==> src/rtl/adc_wd_pkg.sv <==
package adc_wd_pkg;
    localparam int DATA_W   = 12;
    localparam int CHAN_W   = 5;
    localparam int ADDR_W   = 2;
    localparam int WDATA_W  = 16;
    localparam int MAX_CHAN = 17;

    localparam logic [ADDR_W-1:0] A_CTRL  = 2'd0;
    localparam logic [ADDR_W-1:0] A_UPPER = 2'd1;
    localparam logic [ADDR_W-1:0] A_LOWER = 2'd2;
    localparam logic [ADDR_W-1:0] A_CLEAR = 2'd3;

    // control field positions
    localparam int B_REG_EN = 0;
    localparam int B_INJ_EN = 1;
    localparam int B_SINGLE = 2;
    localparam int B_IRQ_EN = 3;
    localparam int B_CHAN   = 4;

    typedef struct packed {
        logic              reg_en;
        logic              inj_en;
        logic              single;
        logic              irq_en;
        logic [CHAN_W-1:0] chan;
        logic [DATA_W-1:0] upper;
        logic [DATA_W-1:0] lower;
    } wd_cfg_t;
endpackage

==> src/rtl/adc_wd_cfg.sv <==
module adc_wd_cfg
    import adc_wd_pkg::*;
(
    input  logic               clk,
    input  logic               rst_n,
    input  logic               we,
    input  logic [ADDR_W-1:0]  addr,
    input  logic [WDATA_W-1:0] wdata,
    output wd_cfg_t            cfg,
    output logic               clr
);
    localparam int HI_W = WDATA_W - B_CHAN;

    wd_cfg_t cfg_d, cfg_q;
    logic [HI_W-1:0] chan_raw;

    assign chan_raw = wdata[WDATA_W-1:B_CHAN];

    always_comb begin
        cfg_d = cfg_q;
        if (we) begin
            unique case (addr)
                A_CTRL: begin
                    cfg_d.reg_en = wdata[B_REG_EN];
                    cfg_d.inj_en = wdata[B_INJ_EN];
                    cfg_d.single = wdata[B_SINGLE];
                    cfg_d.irq_en = wdata[B_IRQ_EN];
                    cfg_d.chan   = (chan_raw > HI_W'(MAX_CHAN)) ? '0
                                 : chan_raw[CHAN_W-1:0];
                end
                A_UPPER: cfg_d.upper = wdata[DATA_W-1:0];
                A_LOWER: cfg_d.lower = wdata[DATA_W-1:0];
                default: ;
            endcase
        end
    end

    always_ff @(posedge clk) begin
        if (!rst_n) begin
            cfg_q       <= '0;
            cfg_q.upper <= '1;
        end else begin
            cfg_q <= cfg_d;
        end
    end

    assign cfg = cfg_q;
    assign clr = we && (addr == A_CLEAR) && wdata[0];
endmodule

==> src/rtl/adc_wd_cmp.sv <==
module adc_wd_cmp
    import adc_wd_pkg::*;
(
    input  wd_cfg_t           cfg,
    input  logic              valid,
    input  logic [DATA_W-1:0] data,
    input  logic [CHAN_W-1:0] chan,
    input  logic              inj,
    output logic              hit
);
    logic group_ok, chan_ok, outside;

    always_comb begin
        group_ok = inj ? cfg.inj_en : cfg.reg_en;
        chan_ok  = !cfg.single || (chan == cfg.chan);
        outside  = (data > cfg.upper) || (data < cfg.lower);
        hit      = valid && group_ok && chan_ok && outside;
    end
endmodule

==> src/rtl/adc_window_watch.sv <==
module adc_window_watch
    import adc_wd_pkg::*;
(
    input  logic               clk,
    input  logic               rst_n,
    input  logic               cfg_we,
    input  logic [ADDR_W-1:0]  cfg_addr,
    input  logic [WDATA_W-1:0] cfg_wdata,
    input  logic               res_valid,
    input  logic [DATA_W-1:0]  res_data,
    input  logic [CHAN_W-1:0]  res_chan,
    input  logic               res_inj,
    output logic               wd_flag,
    output logic               wd_irq
);
    wd_cfg_t cfg_w;
    logic    clr_w, hit_w;
    logic    flag_d, flag_q;

    adc_wd_cfg u_cfg (
        .clk(clk), .rst_n(rst_n), .we(cfg_we), .addr(cfg_addr),
        .wdata(cfg_wdata), .cfg(cfg_w), .clr(clr_w)
    );

    adc_wd_cmp u_cmp (
        .cfg(cfg_w), .valid(res_valid), .data(res_data),
        .chan(res_chan), .inj(res_inj), .hit(hit_w)
    );

    // a fresh event outranks a clear in the same cycle
    always_comb begin
        flag_d = flag_q;
        if (clr_w) flag_d = 1'b0;
        if (hit_w) flag_d = 1'b1;
    end

    always_ff @(posedge clk) begin
        if (!rst_n) flag_q <= 1'b0;
        else        flag_q <= flag_d;
    end

    assign wd_flag = flag_q;
    assign wd_irq  = flag_q && cfg_w.irq_en;
endmodule

==> config.mk <==
export PLATFORM = sky130hd
export DESIGN_NAME = adc_window_watch
export DESIGN_NICKNAME = d
export VERILOG_FILES = /design/src/rtl/adc_wd_pkg.sv /design/src/rtl/adc_wd_cfg.sv /design/src/rtl/adc_wd_cmp.sv /design/src/rtl/adc_window_watch.sv
export SDC_FILE = /design/constraint.sdc
export NUM_CORES = 1
export LEC_CHECK = 0
export BUFFER_PORTS_ARGS = -buffer_cell sky130_fd_sc_hd__clkbuf_2
export CAP_MARGIN = 10
export CORE_MARGIN = 10
export CORE_UTILIZATION = 35
export CTS_CLUSTER_DIAMETER = 60
export DETAILED_ROUTE_END_ITERATION = 16
export GPL_TIMING_DRIVEN = 0
export HOLD_SLACK_MARGIN = 0.02
export PLACE_DENSITY_LB_ADDON = 0.3
export SLEW_MARGIN = 20
export SYNTH_ARGS = -nofsm -noshare
export SYNTH_HDL_FRONTEND = slang
export SYNTH_HIERARCHICAL = 1
export SYNTH_SLANG_ARGS = --single-unit
==> constraint.sdc <==
create_clock -name clk -period 2.7 [get_ports clk]
set_clock_uncertainty 0.1 [all_clocks]
set_input_delay 0.54 -clock clk [delete_from_list [all_inputs] [get_ports clk]]
set_output_delay 0.54 -clock clk [all_outputs]
set_load 0.05 [all_outputs]
Word level (Yosys, flattened, before mapping)
Cells that the tools add are included.
- flip-flop bits (word level): 34
- output and inout port bits: 2
- equality and inequality tests: 4
- reduce and logical (&&, ||, !) cells: 14
- multiplexer cells: 4
- magnitude comparators: 3
- operators by type and width (kind ; number):
    greater-than comparator 12 bit ; 1
    greater-than comparator 12 x 5 -> 1 bit, second input constant ; 1
    < comparator 12 bit ; 1
    logical AND 1 bit ; 6
    AND reduction 2 bit ; 3
    == test 5 bit ; 1
    2-to-1 mux 5 bit ; 1
    == test 2 bit, second input constant ; 2
    2-to-1 mux 1 bit ; 3
    == test 2 x 1 -> 1 bit, second input constant ; 1
    logical NOT 2 bit ; 1
    logical OR 1 bit ; 2
    nonzero test 2 bit ; 1
    logical NOT 1 bit ; 1

Depth between registers and ports, before layout
- depth after elaboration: 5
- gate-level depth with buffers: 8
- mapped depth without buffers: 8

Hierarchy
The synthesis kept the hierarchy.
- by module, submodules not included (module ; sequential area each (um^2) ; instances ; cells an instance ; area each (um^2)):
    adc_wd_cfg ; 660.6 ; 1 ; 132 ; 1262.5
    adc_wd_cmp ; 0.0 ; 1 ; 90 ; 665.6
    adc_window_watch ; 20.0 ; 1 ; 4 ; 48.8

Least setup slack after synthesis
Ideal clock, no wire load.
- path kind: input to register
- from: input port res_data[10]
- to: register flag_q (netlist: wd_flag)
- library setup time: 0.115 ns
- cell stages on the path: 6
- arrival: 1.793 ns
- path buffers: 0
- required time: 2.485 ns
- path slack: 0.693 ns
- path through: ha_1 -> nand4_2 -> or4_4 -> o41ai_2 -> a21oi_2 -> o21a_1
- cells in the longest elaborated chain, start to end: 4
- elaborated cells between the ends (all ways): 6
- those cells by class: 2 x order compare; 1 x mux; 3 x reduce/logical
- ends and longest elaborated chain (what ; RTL line ; source):
    start, declared ; adc_window_watch.sv:10 ; input logic [DATA_W-1:0] res_data,
    greater-than comparator 12 bit / < comparator 12 bit (equally long branches) ; adc_wd_cmp.sv:16 ; outside = (data > cfg.upper) || (data < cfg.lower);
    logical OR 1 bit (*) ; adc_wd_cmp.sv:16 ;
    logical AND 1 bit (*) ; adc_wd_cmp.sv:17 ; hit = valid && group_ok && chan_ok && outside;
    2-to-1 mux 1 bit (*) ; adc_window_watch.sv:34 ; if (hit_w) flag_d = 1'b1;
    net flag_d ; adc_window_watch.sv:18 ; logic flag_d, flag_q;
    end signal, assigned ; adc_window_watch.sv:39 ; else flag_q <= flag_d;
    end, declared ; adc_window_watch.sv:18 ;
The timed path passes the listed nets; every way through them passes the cells marked *.
A chain may end at the register's enable or synchronous reset.

Worst setup path after layout
- from: register u_cfg.cfg_q, in the netlist u_cfg/cfg[14]
- to: register flag_q (netlist: wd_flag)
- cells in the longest elaborated chain, start to end: 4
- elaborated cells between the ends (all ways): 5
- those cells by class: 1 x order compare; 1 x mux; 3 x reduce/logical
- ends and longest elaborated chain (what ; RTL line ; source):
    start, declared ; adc_wd_cfg.sv:14 ; wd_cfg_t cfg_d, cfg_q;
    start signal, assigned ; adc_wd_cfg.sv:43 ; cfg_q <= cfg_d;
    greater-than comparator 12 bit ; adc_wd_cmp.sv:16 ;
    logical OR 1 bit ; adc_wd_cmp.sv:16 ;
    logical AND 1 bit ; adc_wd_cmp.sv:17 ;
    2-to-1 mux 1 bit ; adc_window_watch.sv:34 ;
    net flag_d ; adc_window_watch.sv:18 ;
The timed path passes the listed nets, and every way through them passes these cells.

==> metrics.cfg <==
[synth]
synth_area_leaders = dfxtp_1 (34%), ha_1 (15%), mux2i_1 (8.1%)
synthAdderAreaFrac_pct = 14.6
netlist.area_leader.share_pct = 34.4
syn_nets = 289
muxShareOfSynthArea_pct = 8.67
async_reset_ff_share_pct = 0
synth.avg_cell_area_um2 = 8.75
yosys.area.top_type = dfxtp_1
synth_top_family_by_area = simple AND/OR/NAND/NOR gates
synth_edf_count = 0
yosys.area_share.simple_pct = 23.6
synth-compound-area-share_pct = 9.68
yosys_most_used_dff = dfxtp_1
synthCells = 226
ys_ff_latch = 34
synth_xor_area_share_pct = 2.22
yosysWarnings = 6
synth_seq_area_share_pct = 34.4
post_synth_num_cell_types = 39
synth.cell_area_mm2 = 0.00198

[setup_path]
startpoint_type = flop
crit_path_cell_trace = inv_1, ha_1, a21oi_1, o22ai_1, o21a_1, o41ai_2, a21oi_2, o21a_1
crit_path_top_delay_cell = o41ai_2
critPathMaxFanout = 2
critPathMaxStageDelay_ns = 0.39
critPathKind = flop to flop
cp.required_ns = 2.78
worst_ep_arrival_time_ns = 2.06
worst_path_most_repeated_cell = o21a_1
critPathBufInv = 1
crit_family = compound AO/OA/AOI/OAI gates
worst_setup_path_end_kind = flop

[pwr]
vdd_drop_max_v = 0.000338
p_leak_nw = 1.24
power_density_mw_per_mm2 = 458

[drt]
wl_per_cell_um = 13.5
ant_nets = 0
drc = 0
avgViaCountPerCell = 4.73
drt_wl_total_um = 4680
drt-initial-drc-count = 56
dr.pass1.iters = 4
vias = 1641

[finish]
final_cells = 347
final_util_pct = 42.9
area_delta_synth_final_pct = 19.6
insertedDiodeCount = 0
fin_nets = 337
final_layout_size_suffix_gt1_share_pct = 21.1

[place]
dp.cells = 339
hpwl_um = 3890
place.gp.congestion = 0.792
port_buffers = 41
dpl_worst_slack_ns = 0.460

[run]
maxCapViolCount = 0

[global_route]
grt_pass1_wl_um = 7800
grt_max_degree = 11
grt_pass1_vias = 1672
antenna_found_initial = 0
grt_usage_pct = 10.8
globalRoute.totalOverflow = 0

[clocking]
cts_hold_buf = 0
post_cts_resized = 0
clock_latency_ns = 0.28
cts_setup_buffers = 0
cts_buffer_depth = 2
clk_pin_slew_ns = 0.07
cts_num_sinks = 34
root_buffer = clkbuf_8
htree_levels = 2
tritoncts = yes
numCtsBuffers = 5

[timing]
maxSlewHeadroom_pct = 66.2
max_freq_mhz = 505
setup_viol_count_final = 0
fin_crit_sh_pct = 73.4
rsz0062_at_grt = no
finalHoldViolCount = 0
period_minus_slack_ns = 1.98
setup_ws_ns = 0.718
worstMarginPinSlew_ns = 0.499
setup_tns_ns = 0
maxSlewViolCount = 0

[floorplanning]
floorplan.initialDensity_pct = 35.9
num_rows = 27
die_h_um = 95.2
die_w_um = 95.2
dieArea_mm2 = 0.00905
core_area_mm2 = 0.00551
ioPinCount = 42

[worst_hold_path]
hold_class = flop to flop

[outcome]
outcome = finished clean

## cells in the mapped netlist, types with 3 or more instances
master / number
nor2b_1: 17
o21ai_0: 4
nand3_1: 21
inv_1: 26
o21ai_1: 5
a21oi_1: 8
nand2_1: 29
clkbuf_1: 5
mux2i_1: 16
xnor2_1: 3
ha_1: 23
dfxtp_1: 34
a21o_1: 3
## power breakdown
part	switching (mW)	total (mW)	internal, mW
Combinational	0.0918	0.172	0.0802
Sequential	0.0100	0.529	0.519
Clock	0.175	0.380	0.205
Total	0.277	1.08	0.805
## registers in the layout (all words and copies together), names as in the netlist
name,cells
u_cfg/cfg,33
wd_flag,1
## cell families after synthesis
group / after synthesis
AO/OA/AOI/OAI: 30
XOR/XNOR: 5
adder cells (fa/ha/maj): 23
buffers and inverters: 33
flip-flops: 34
multiplexers: 17
AND/OR/NAND/NOR: 84
## cell usage in the layout (no fill, tap or decap), types with 2 or more instances in the layout
cell / instances
a21o_1: 3
a21oi_1: 8
clkbuf_1: 6
clkbuf_2: 41
clkbuf_8: 6
dfxtp_1: 34
ha_1: 23
inv_1: 26
mux2i_1: 16
nand2_1: 29
nand3_1: 21
nand3b_1: 2
nand4_1: 2
nor2_1: 2
nor2b_1: 17
o211ai_1: 2
o21a_1: 2
o21ai_0: 4
o21ai_1: 5
xnor2_1: 3
xor2_1: 2
## layer usage
metal / vias to the layer above / GRT usage, % / share of wire, %
li1: 870 / - / -
met1: 725 / 13.8 / 48
met2: 40 / 16.6 / 45
met3: 6 / 2.99 / 5.5
met4: 0 / 4.11 / 1.5
met5: - / 0 / 0
## worst register-to-register path: stages (launching register included)
cell	delay [ns]
dfxtp_1	0.34
inv_1	0.05
ha_1	0.30
a21oi_1	0.14
o22ai_1	0.09
o21a_1	0.18
o41ai_2	0.39
a21oi_2	0.11
o21a_1	0.19
## cell type report
class	count	area [um2]
sequential	34	681
clock buffer	7	86.3
buffer	7	37.5
multi-input combinational	159	1160
tap	72	90.1
timing repair buffer	41	205
clock inverter	1	5.00
fill	568	3140
inverter	26	97.6
## through the flow
stage / area [um2] / hold slack, ns / total power [mW]
floorplan: 1980 / 0.341 / 0.644
global placement: 2270 / 0.355 / 0.711
detailed placement: 2270 / 0.362 / 0.714
CTS: 2360 / 0.379 / 1.09
global route: 2360 / 0.385 / 1.14
finish: 2360 / 0.378 / 1.08
## final timing paths
path / startpoint / end / slack (ns) / cells past startpoint
setup / recovery: u_cfg/cfg[14] / wd_flag / 0.72 / 8
hold / removal: u_cfg/cfg[23] / u_cfg/cfg[23] / 0.38 / 2
setup reg to reg: u_cfg/cfg[14] / wd_flag / 0.72 / 8
hold reg to reg: u_cfg/cfg[23] / u_cfg/cfg[23] / 0.38 / 2
No activity file was read; power rests on OpenSTA's default activity.
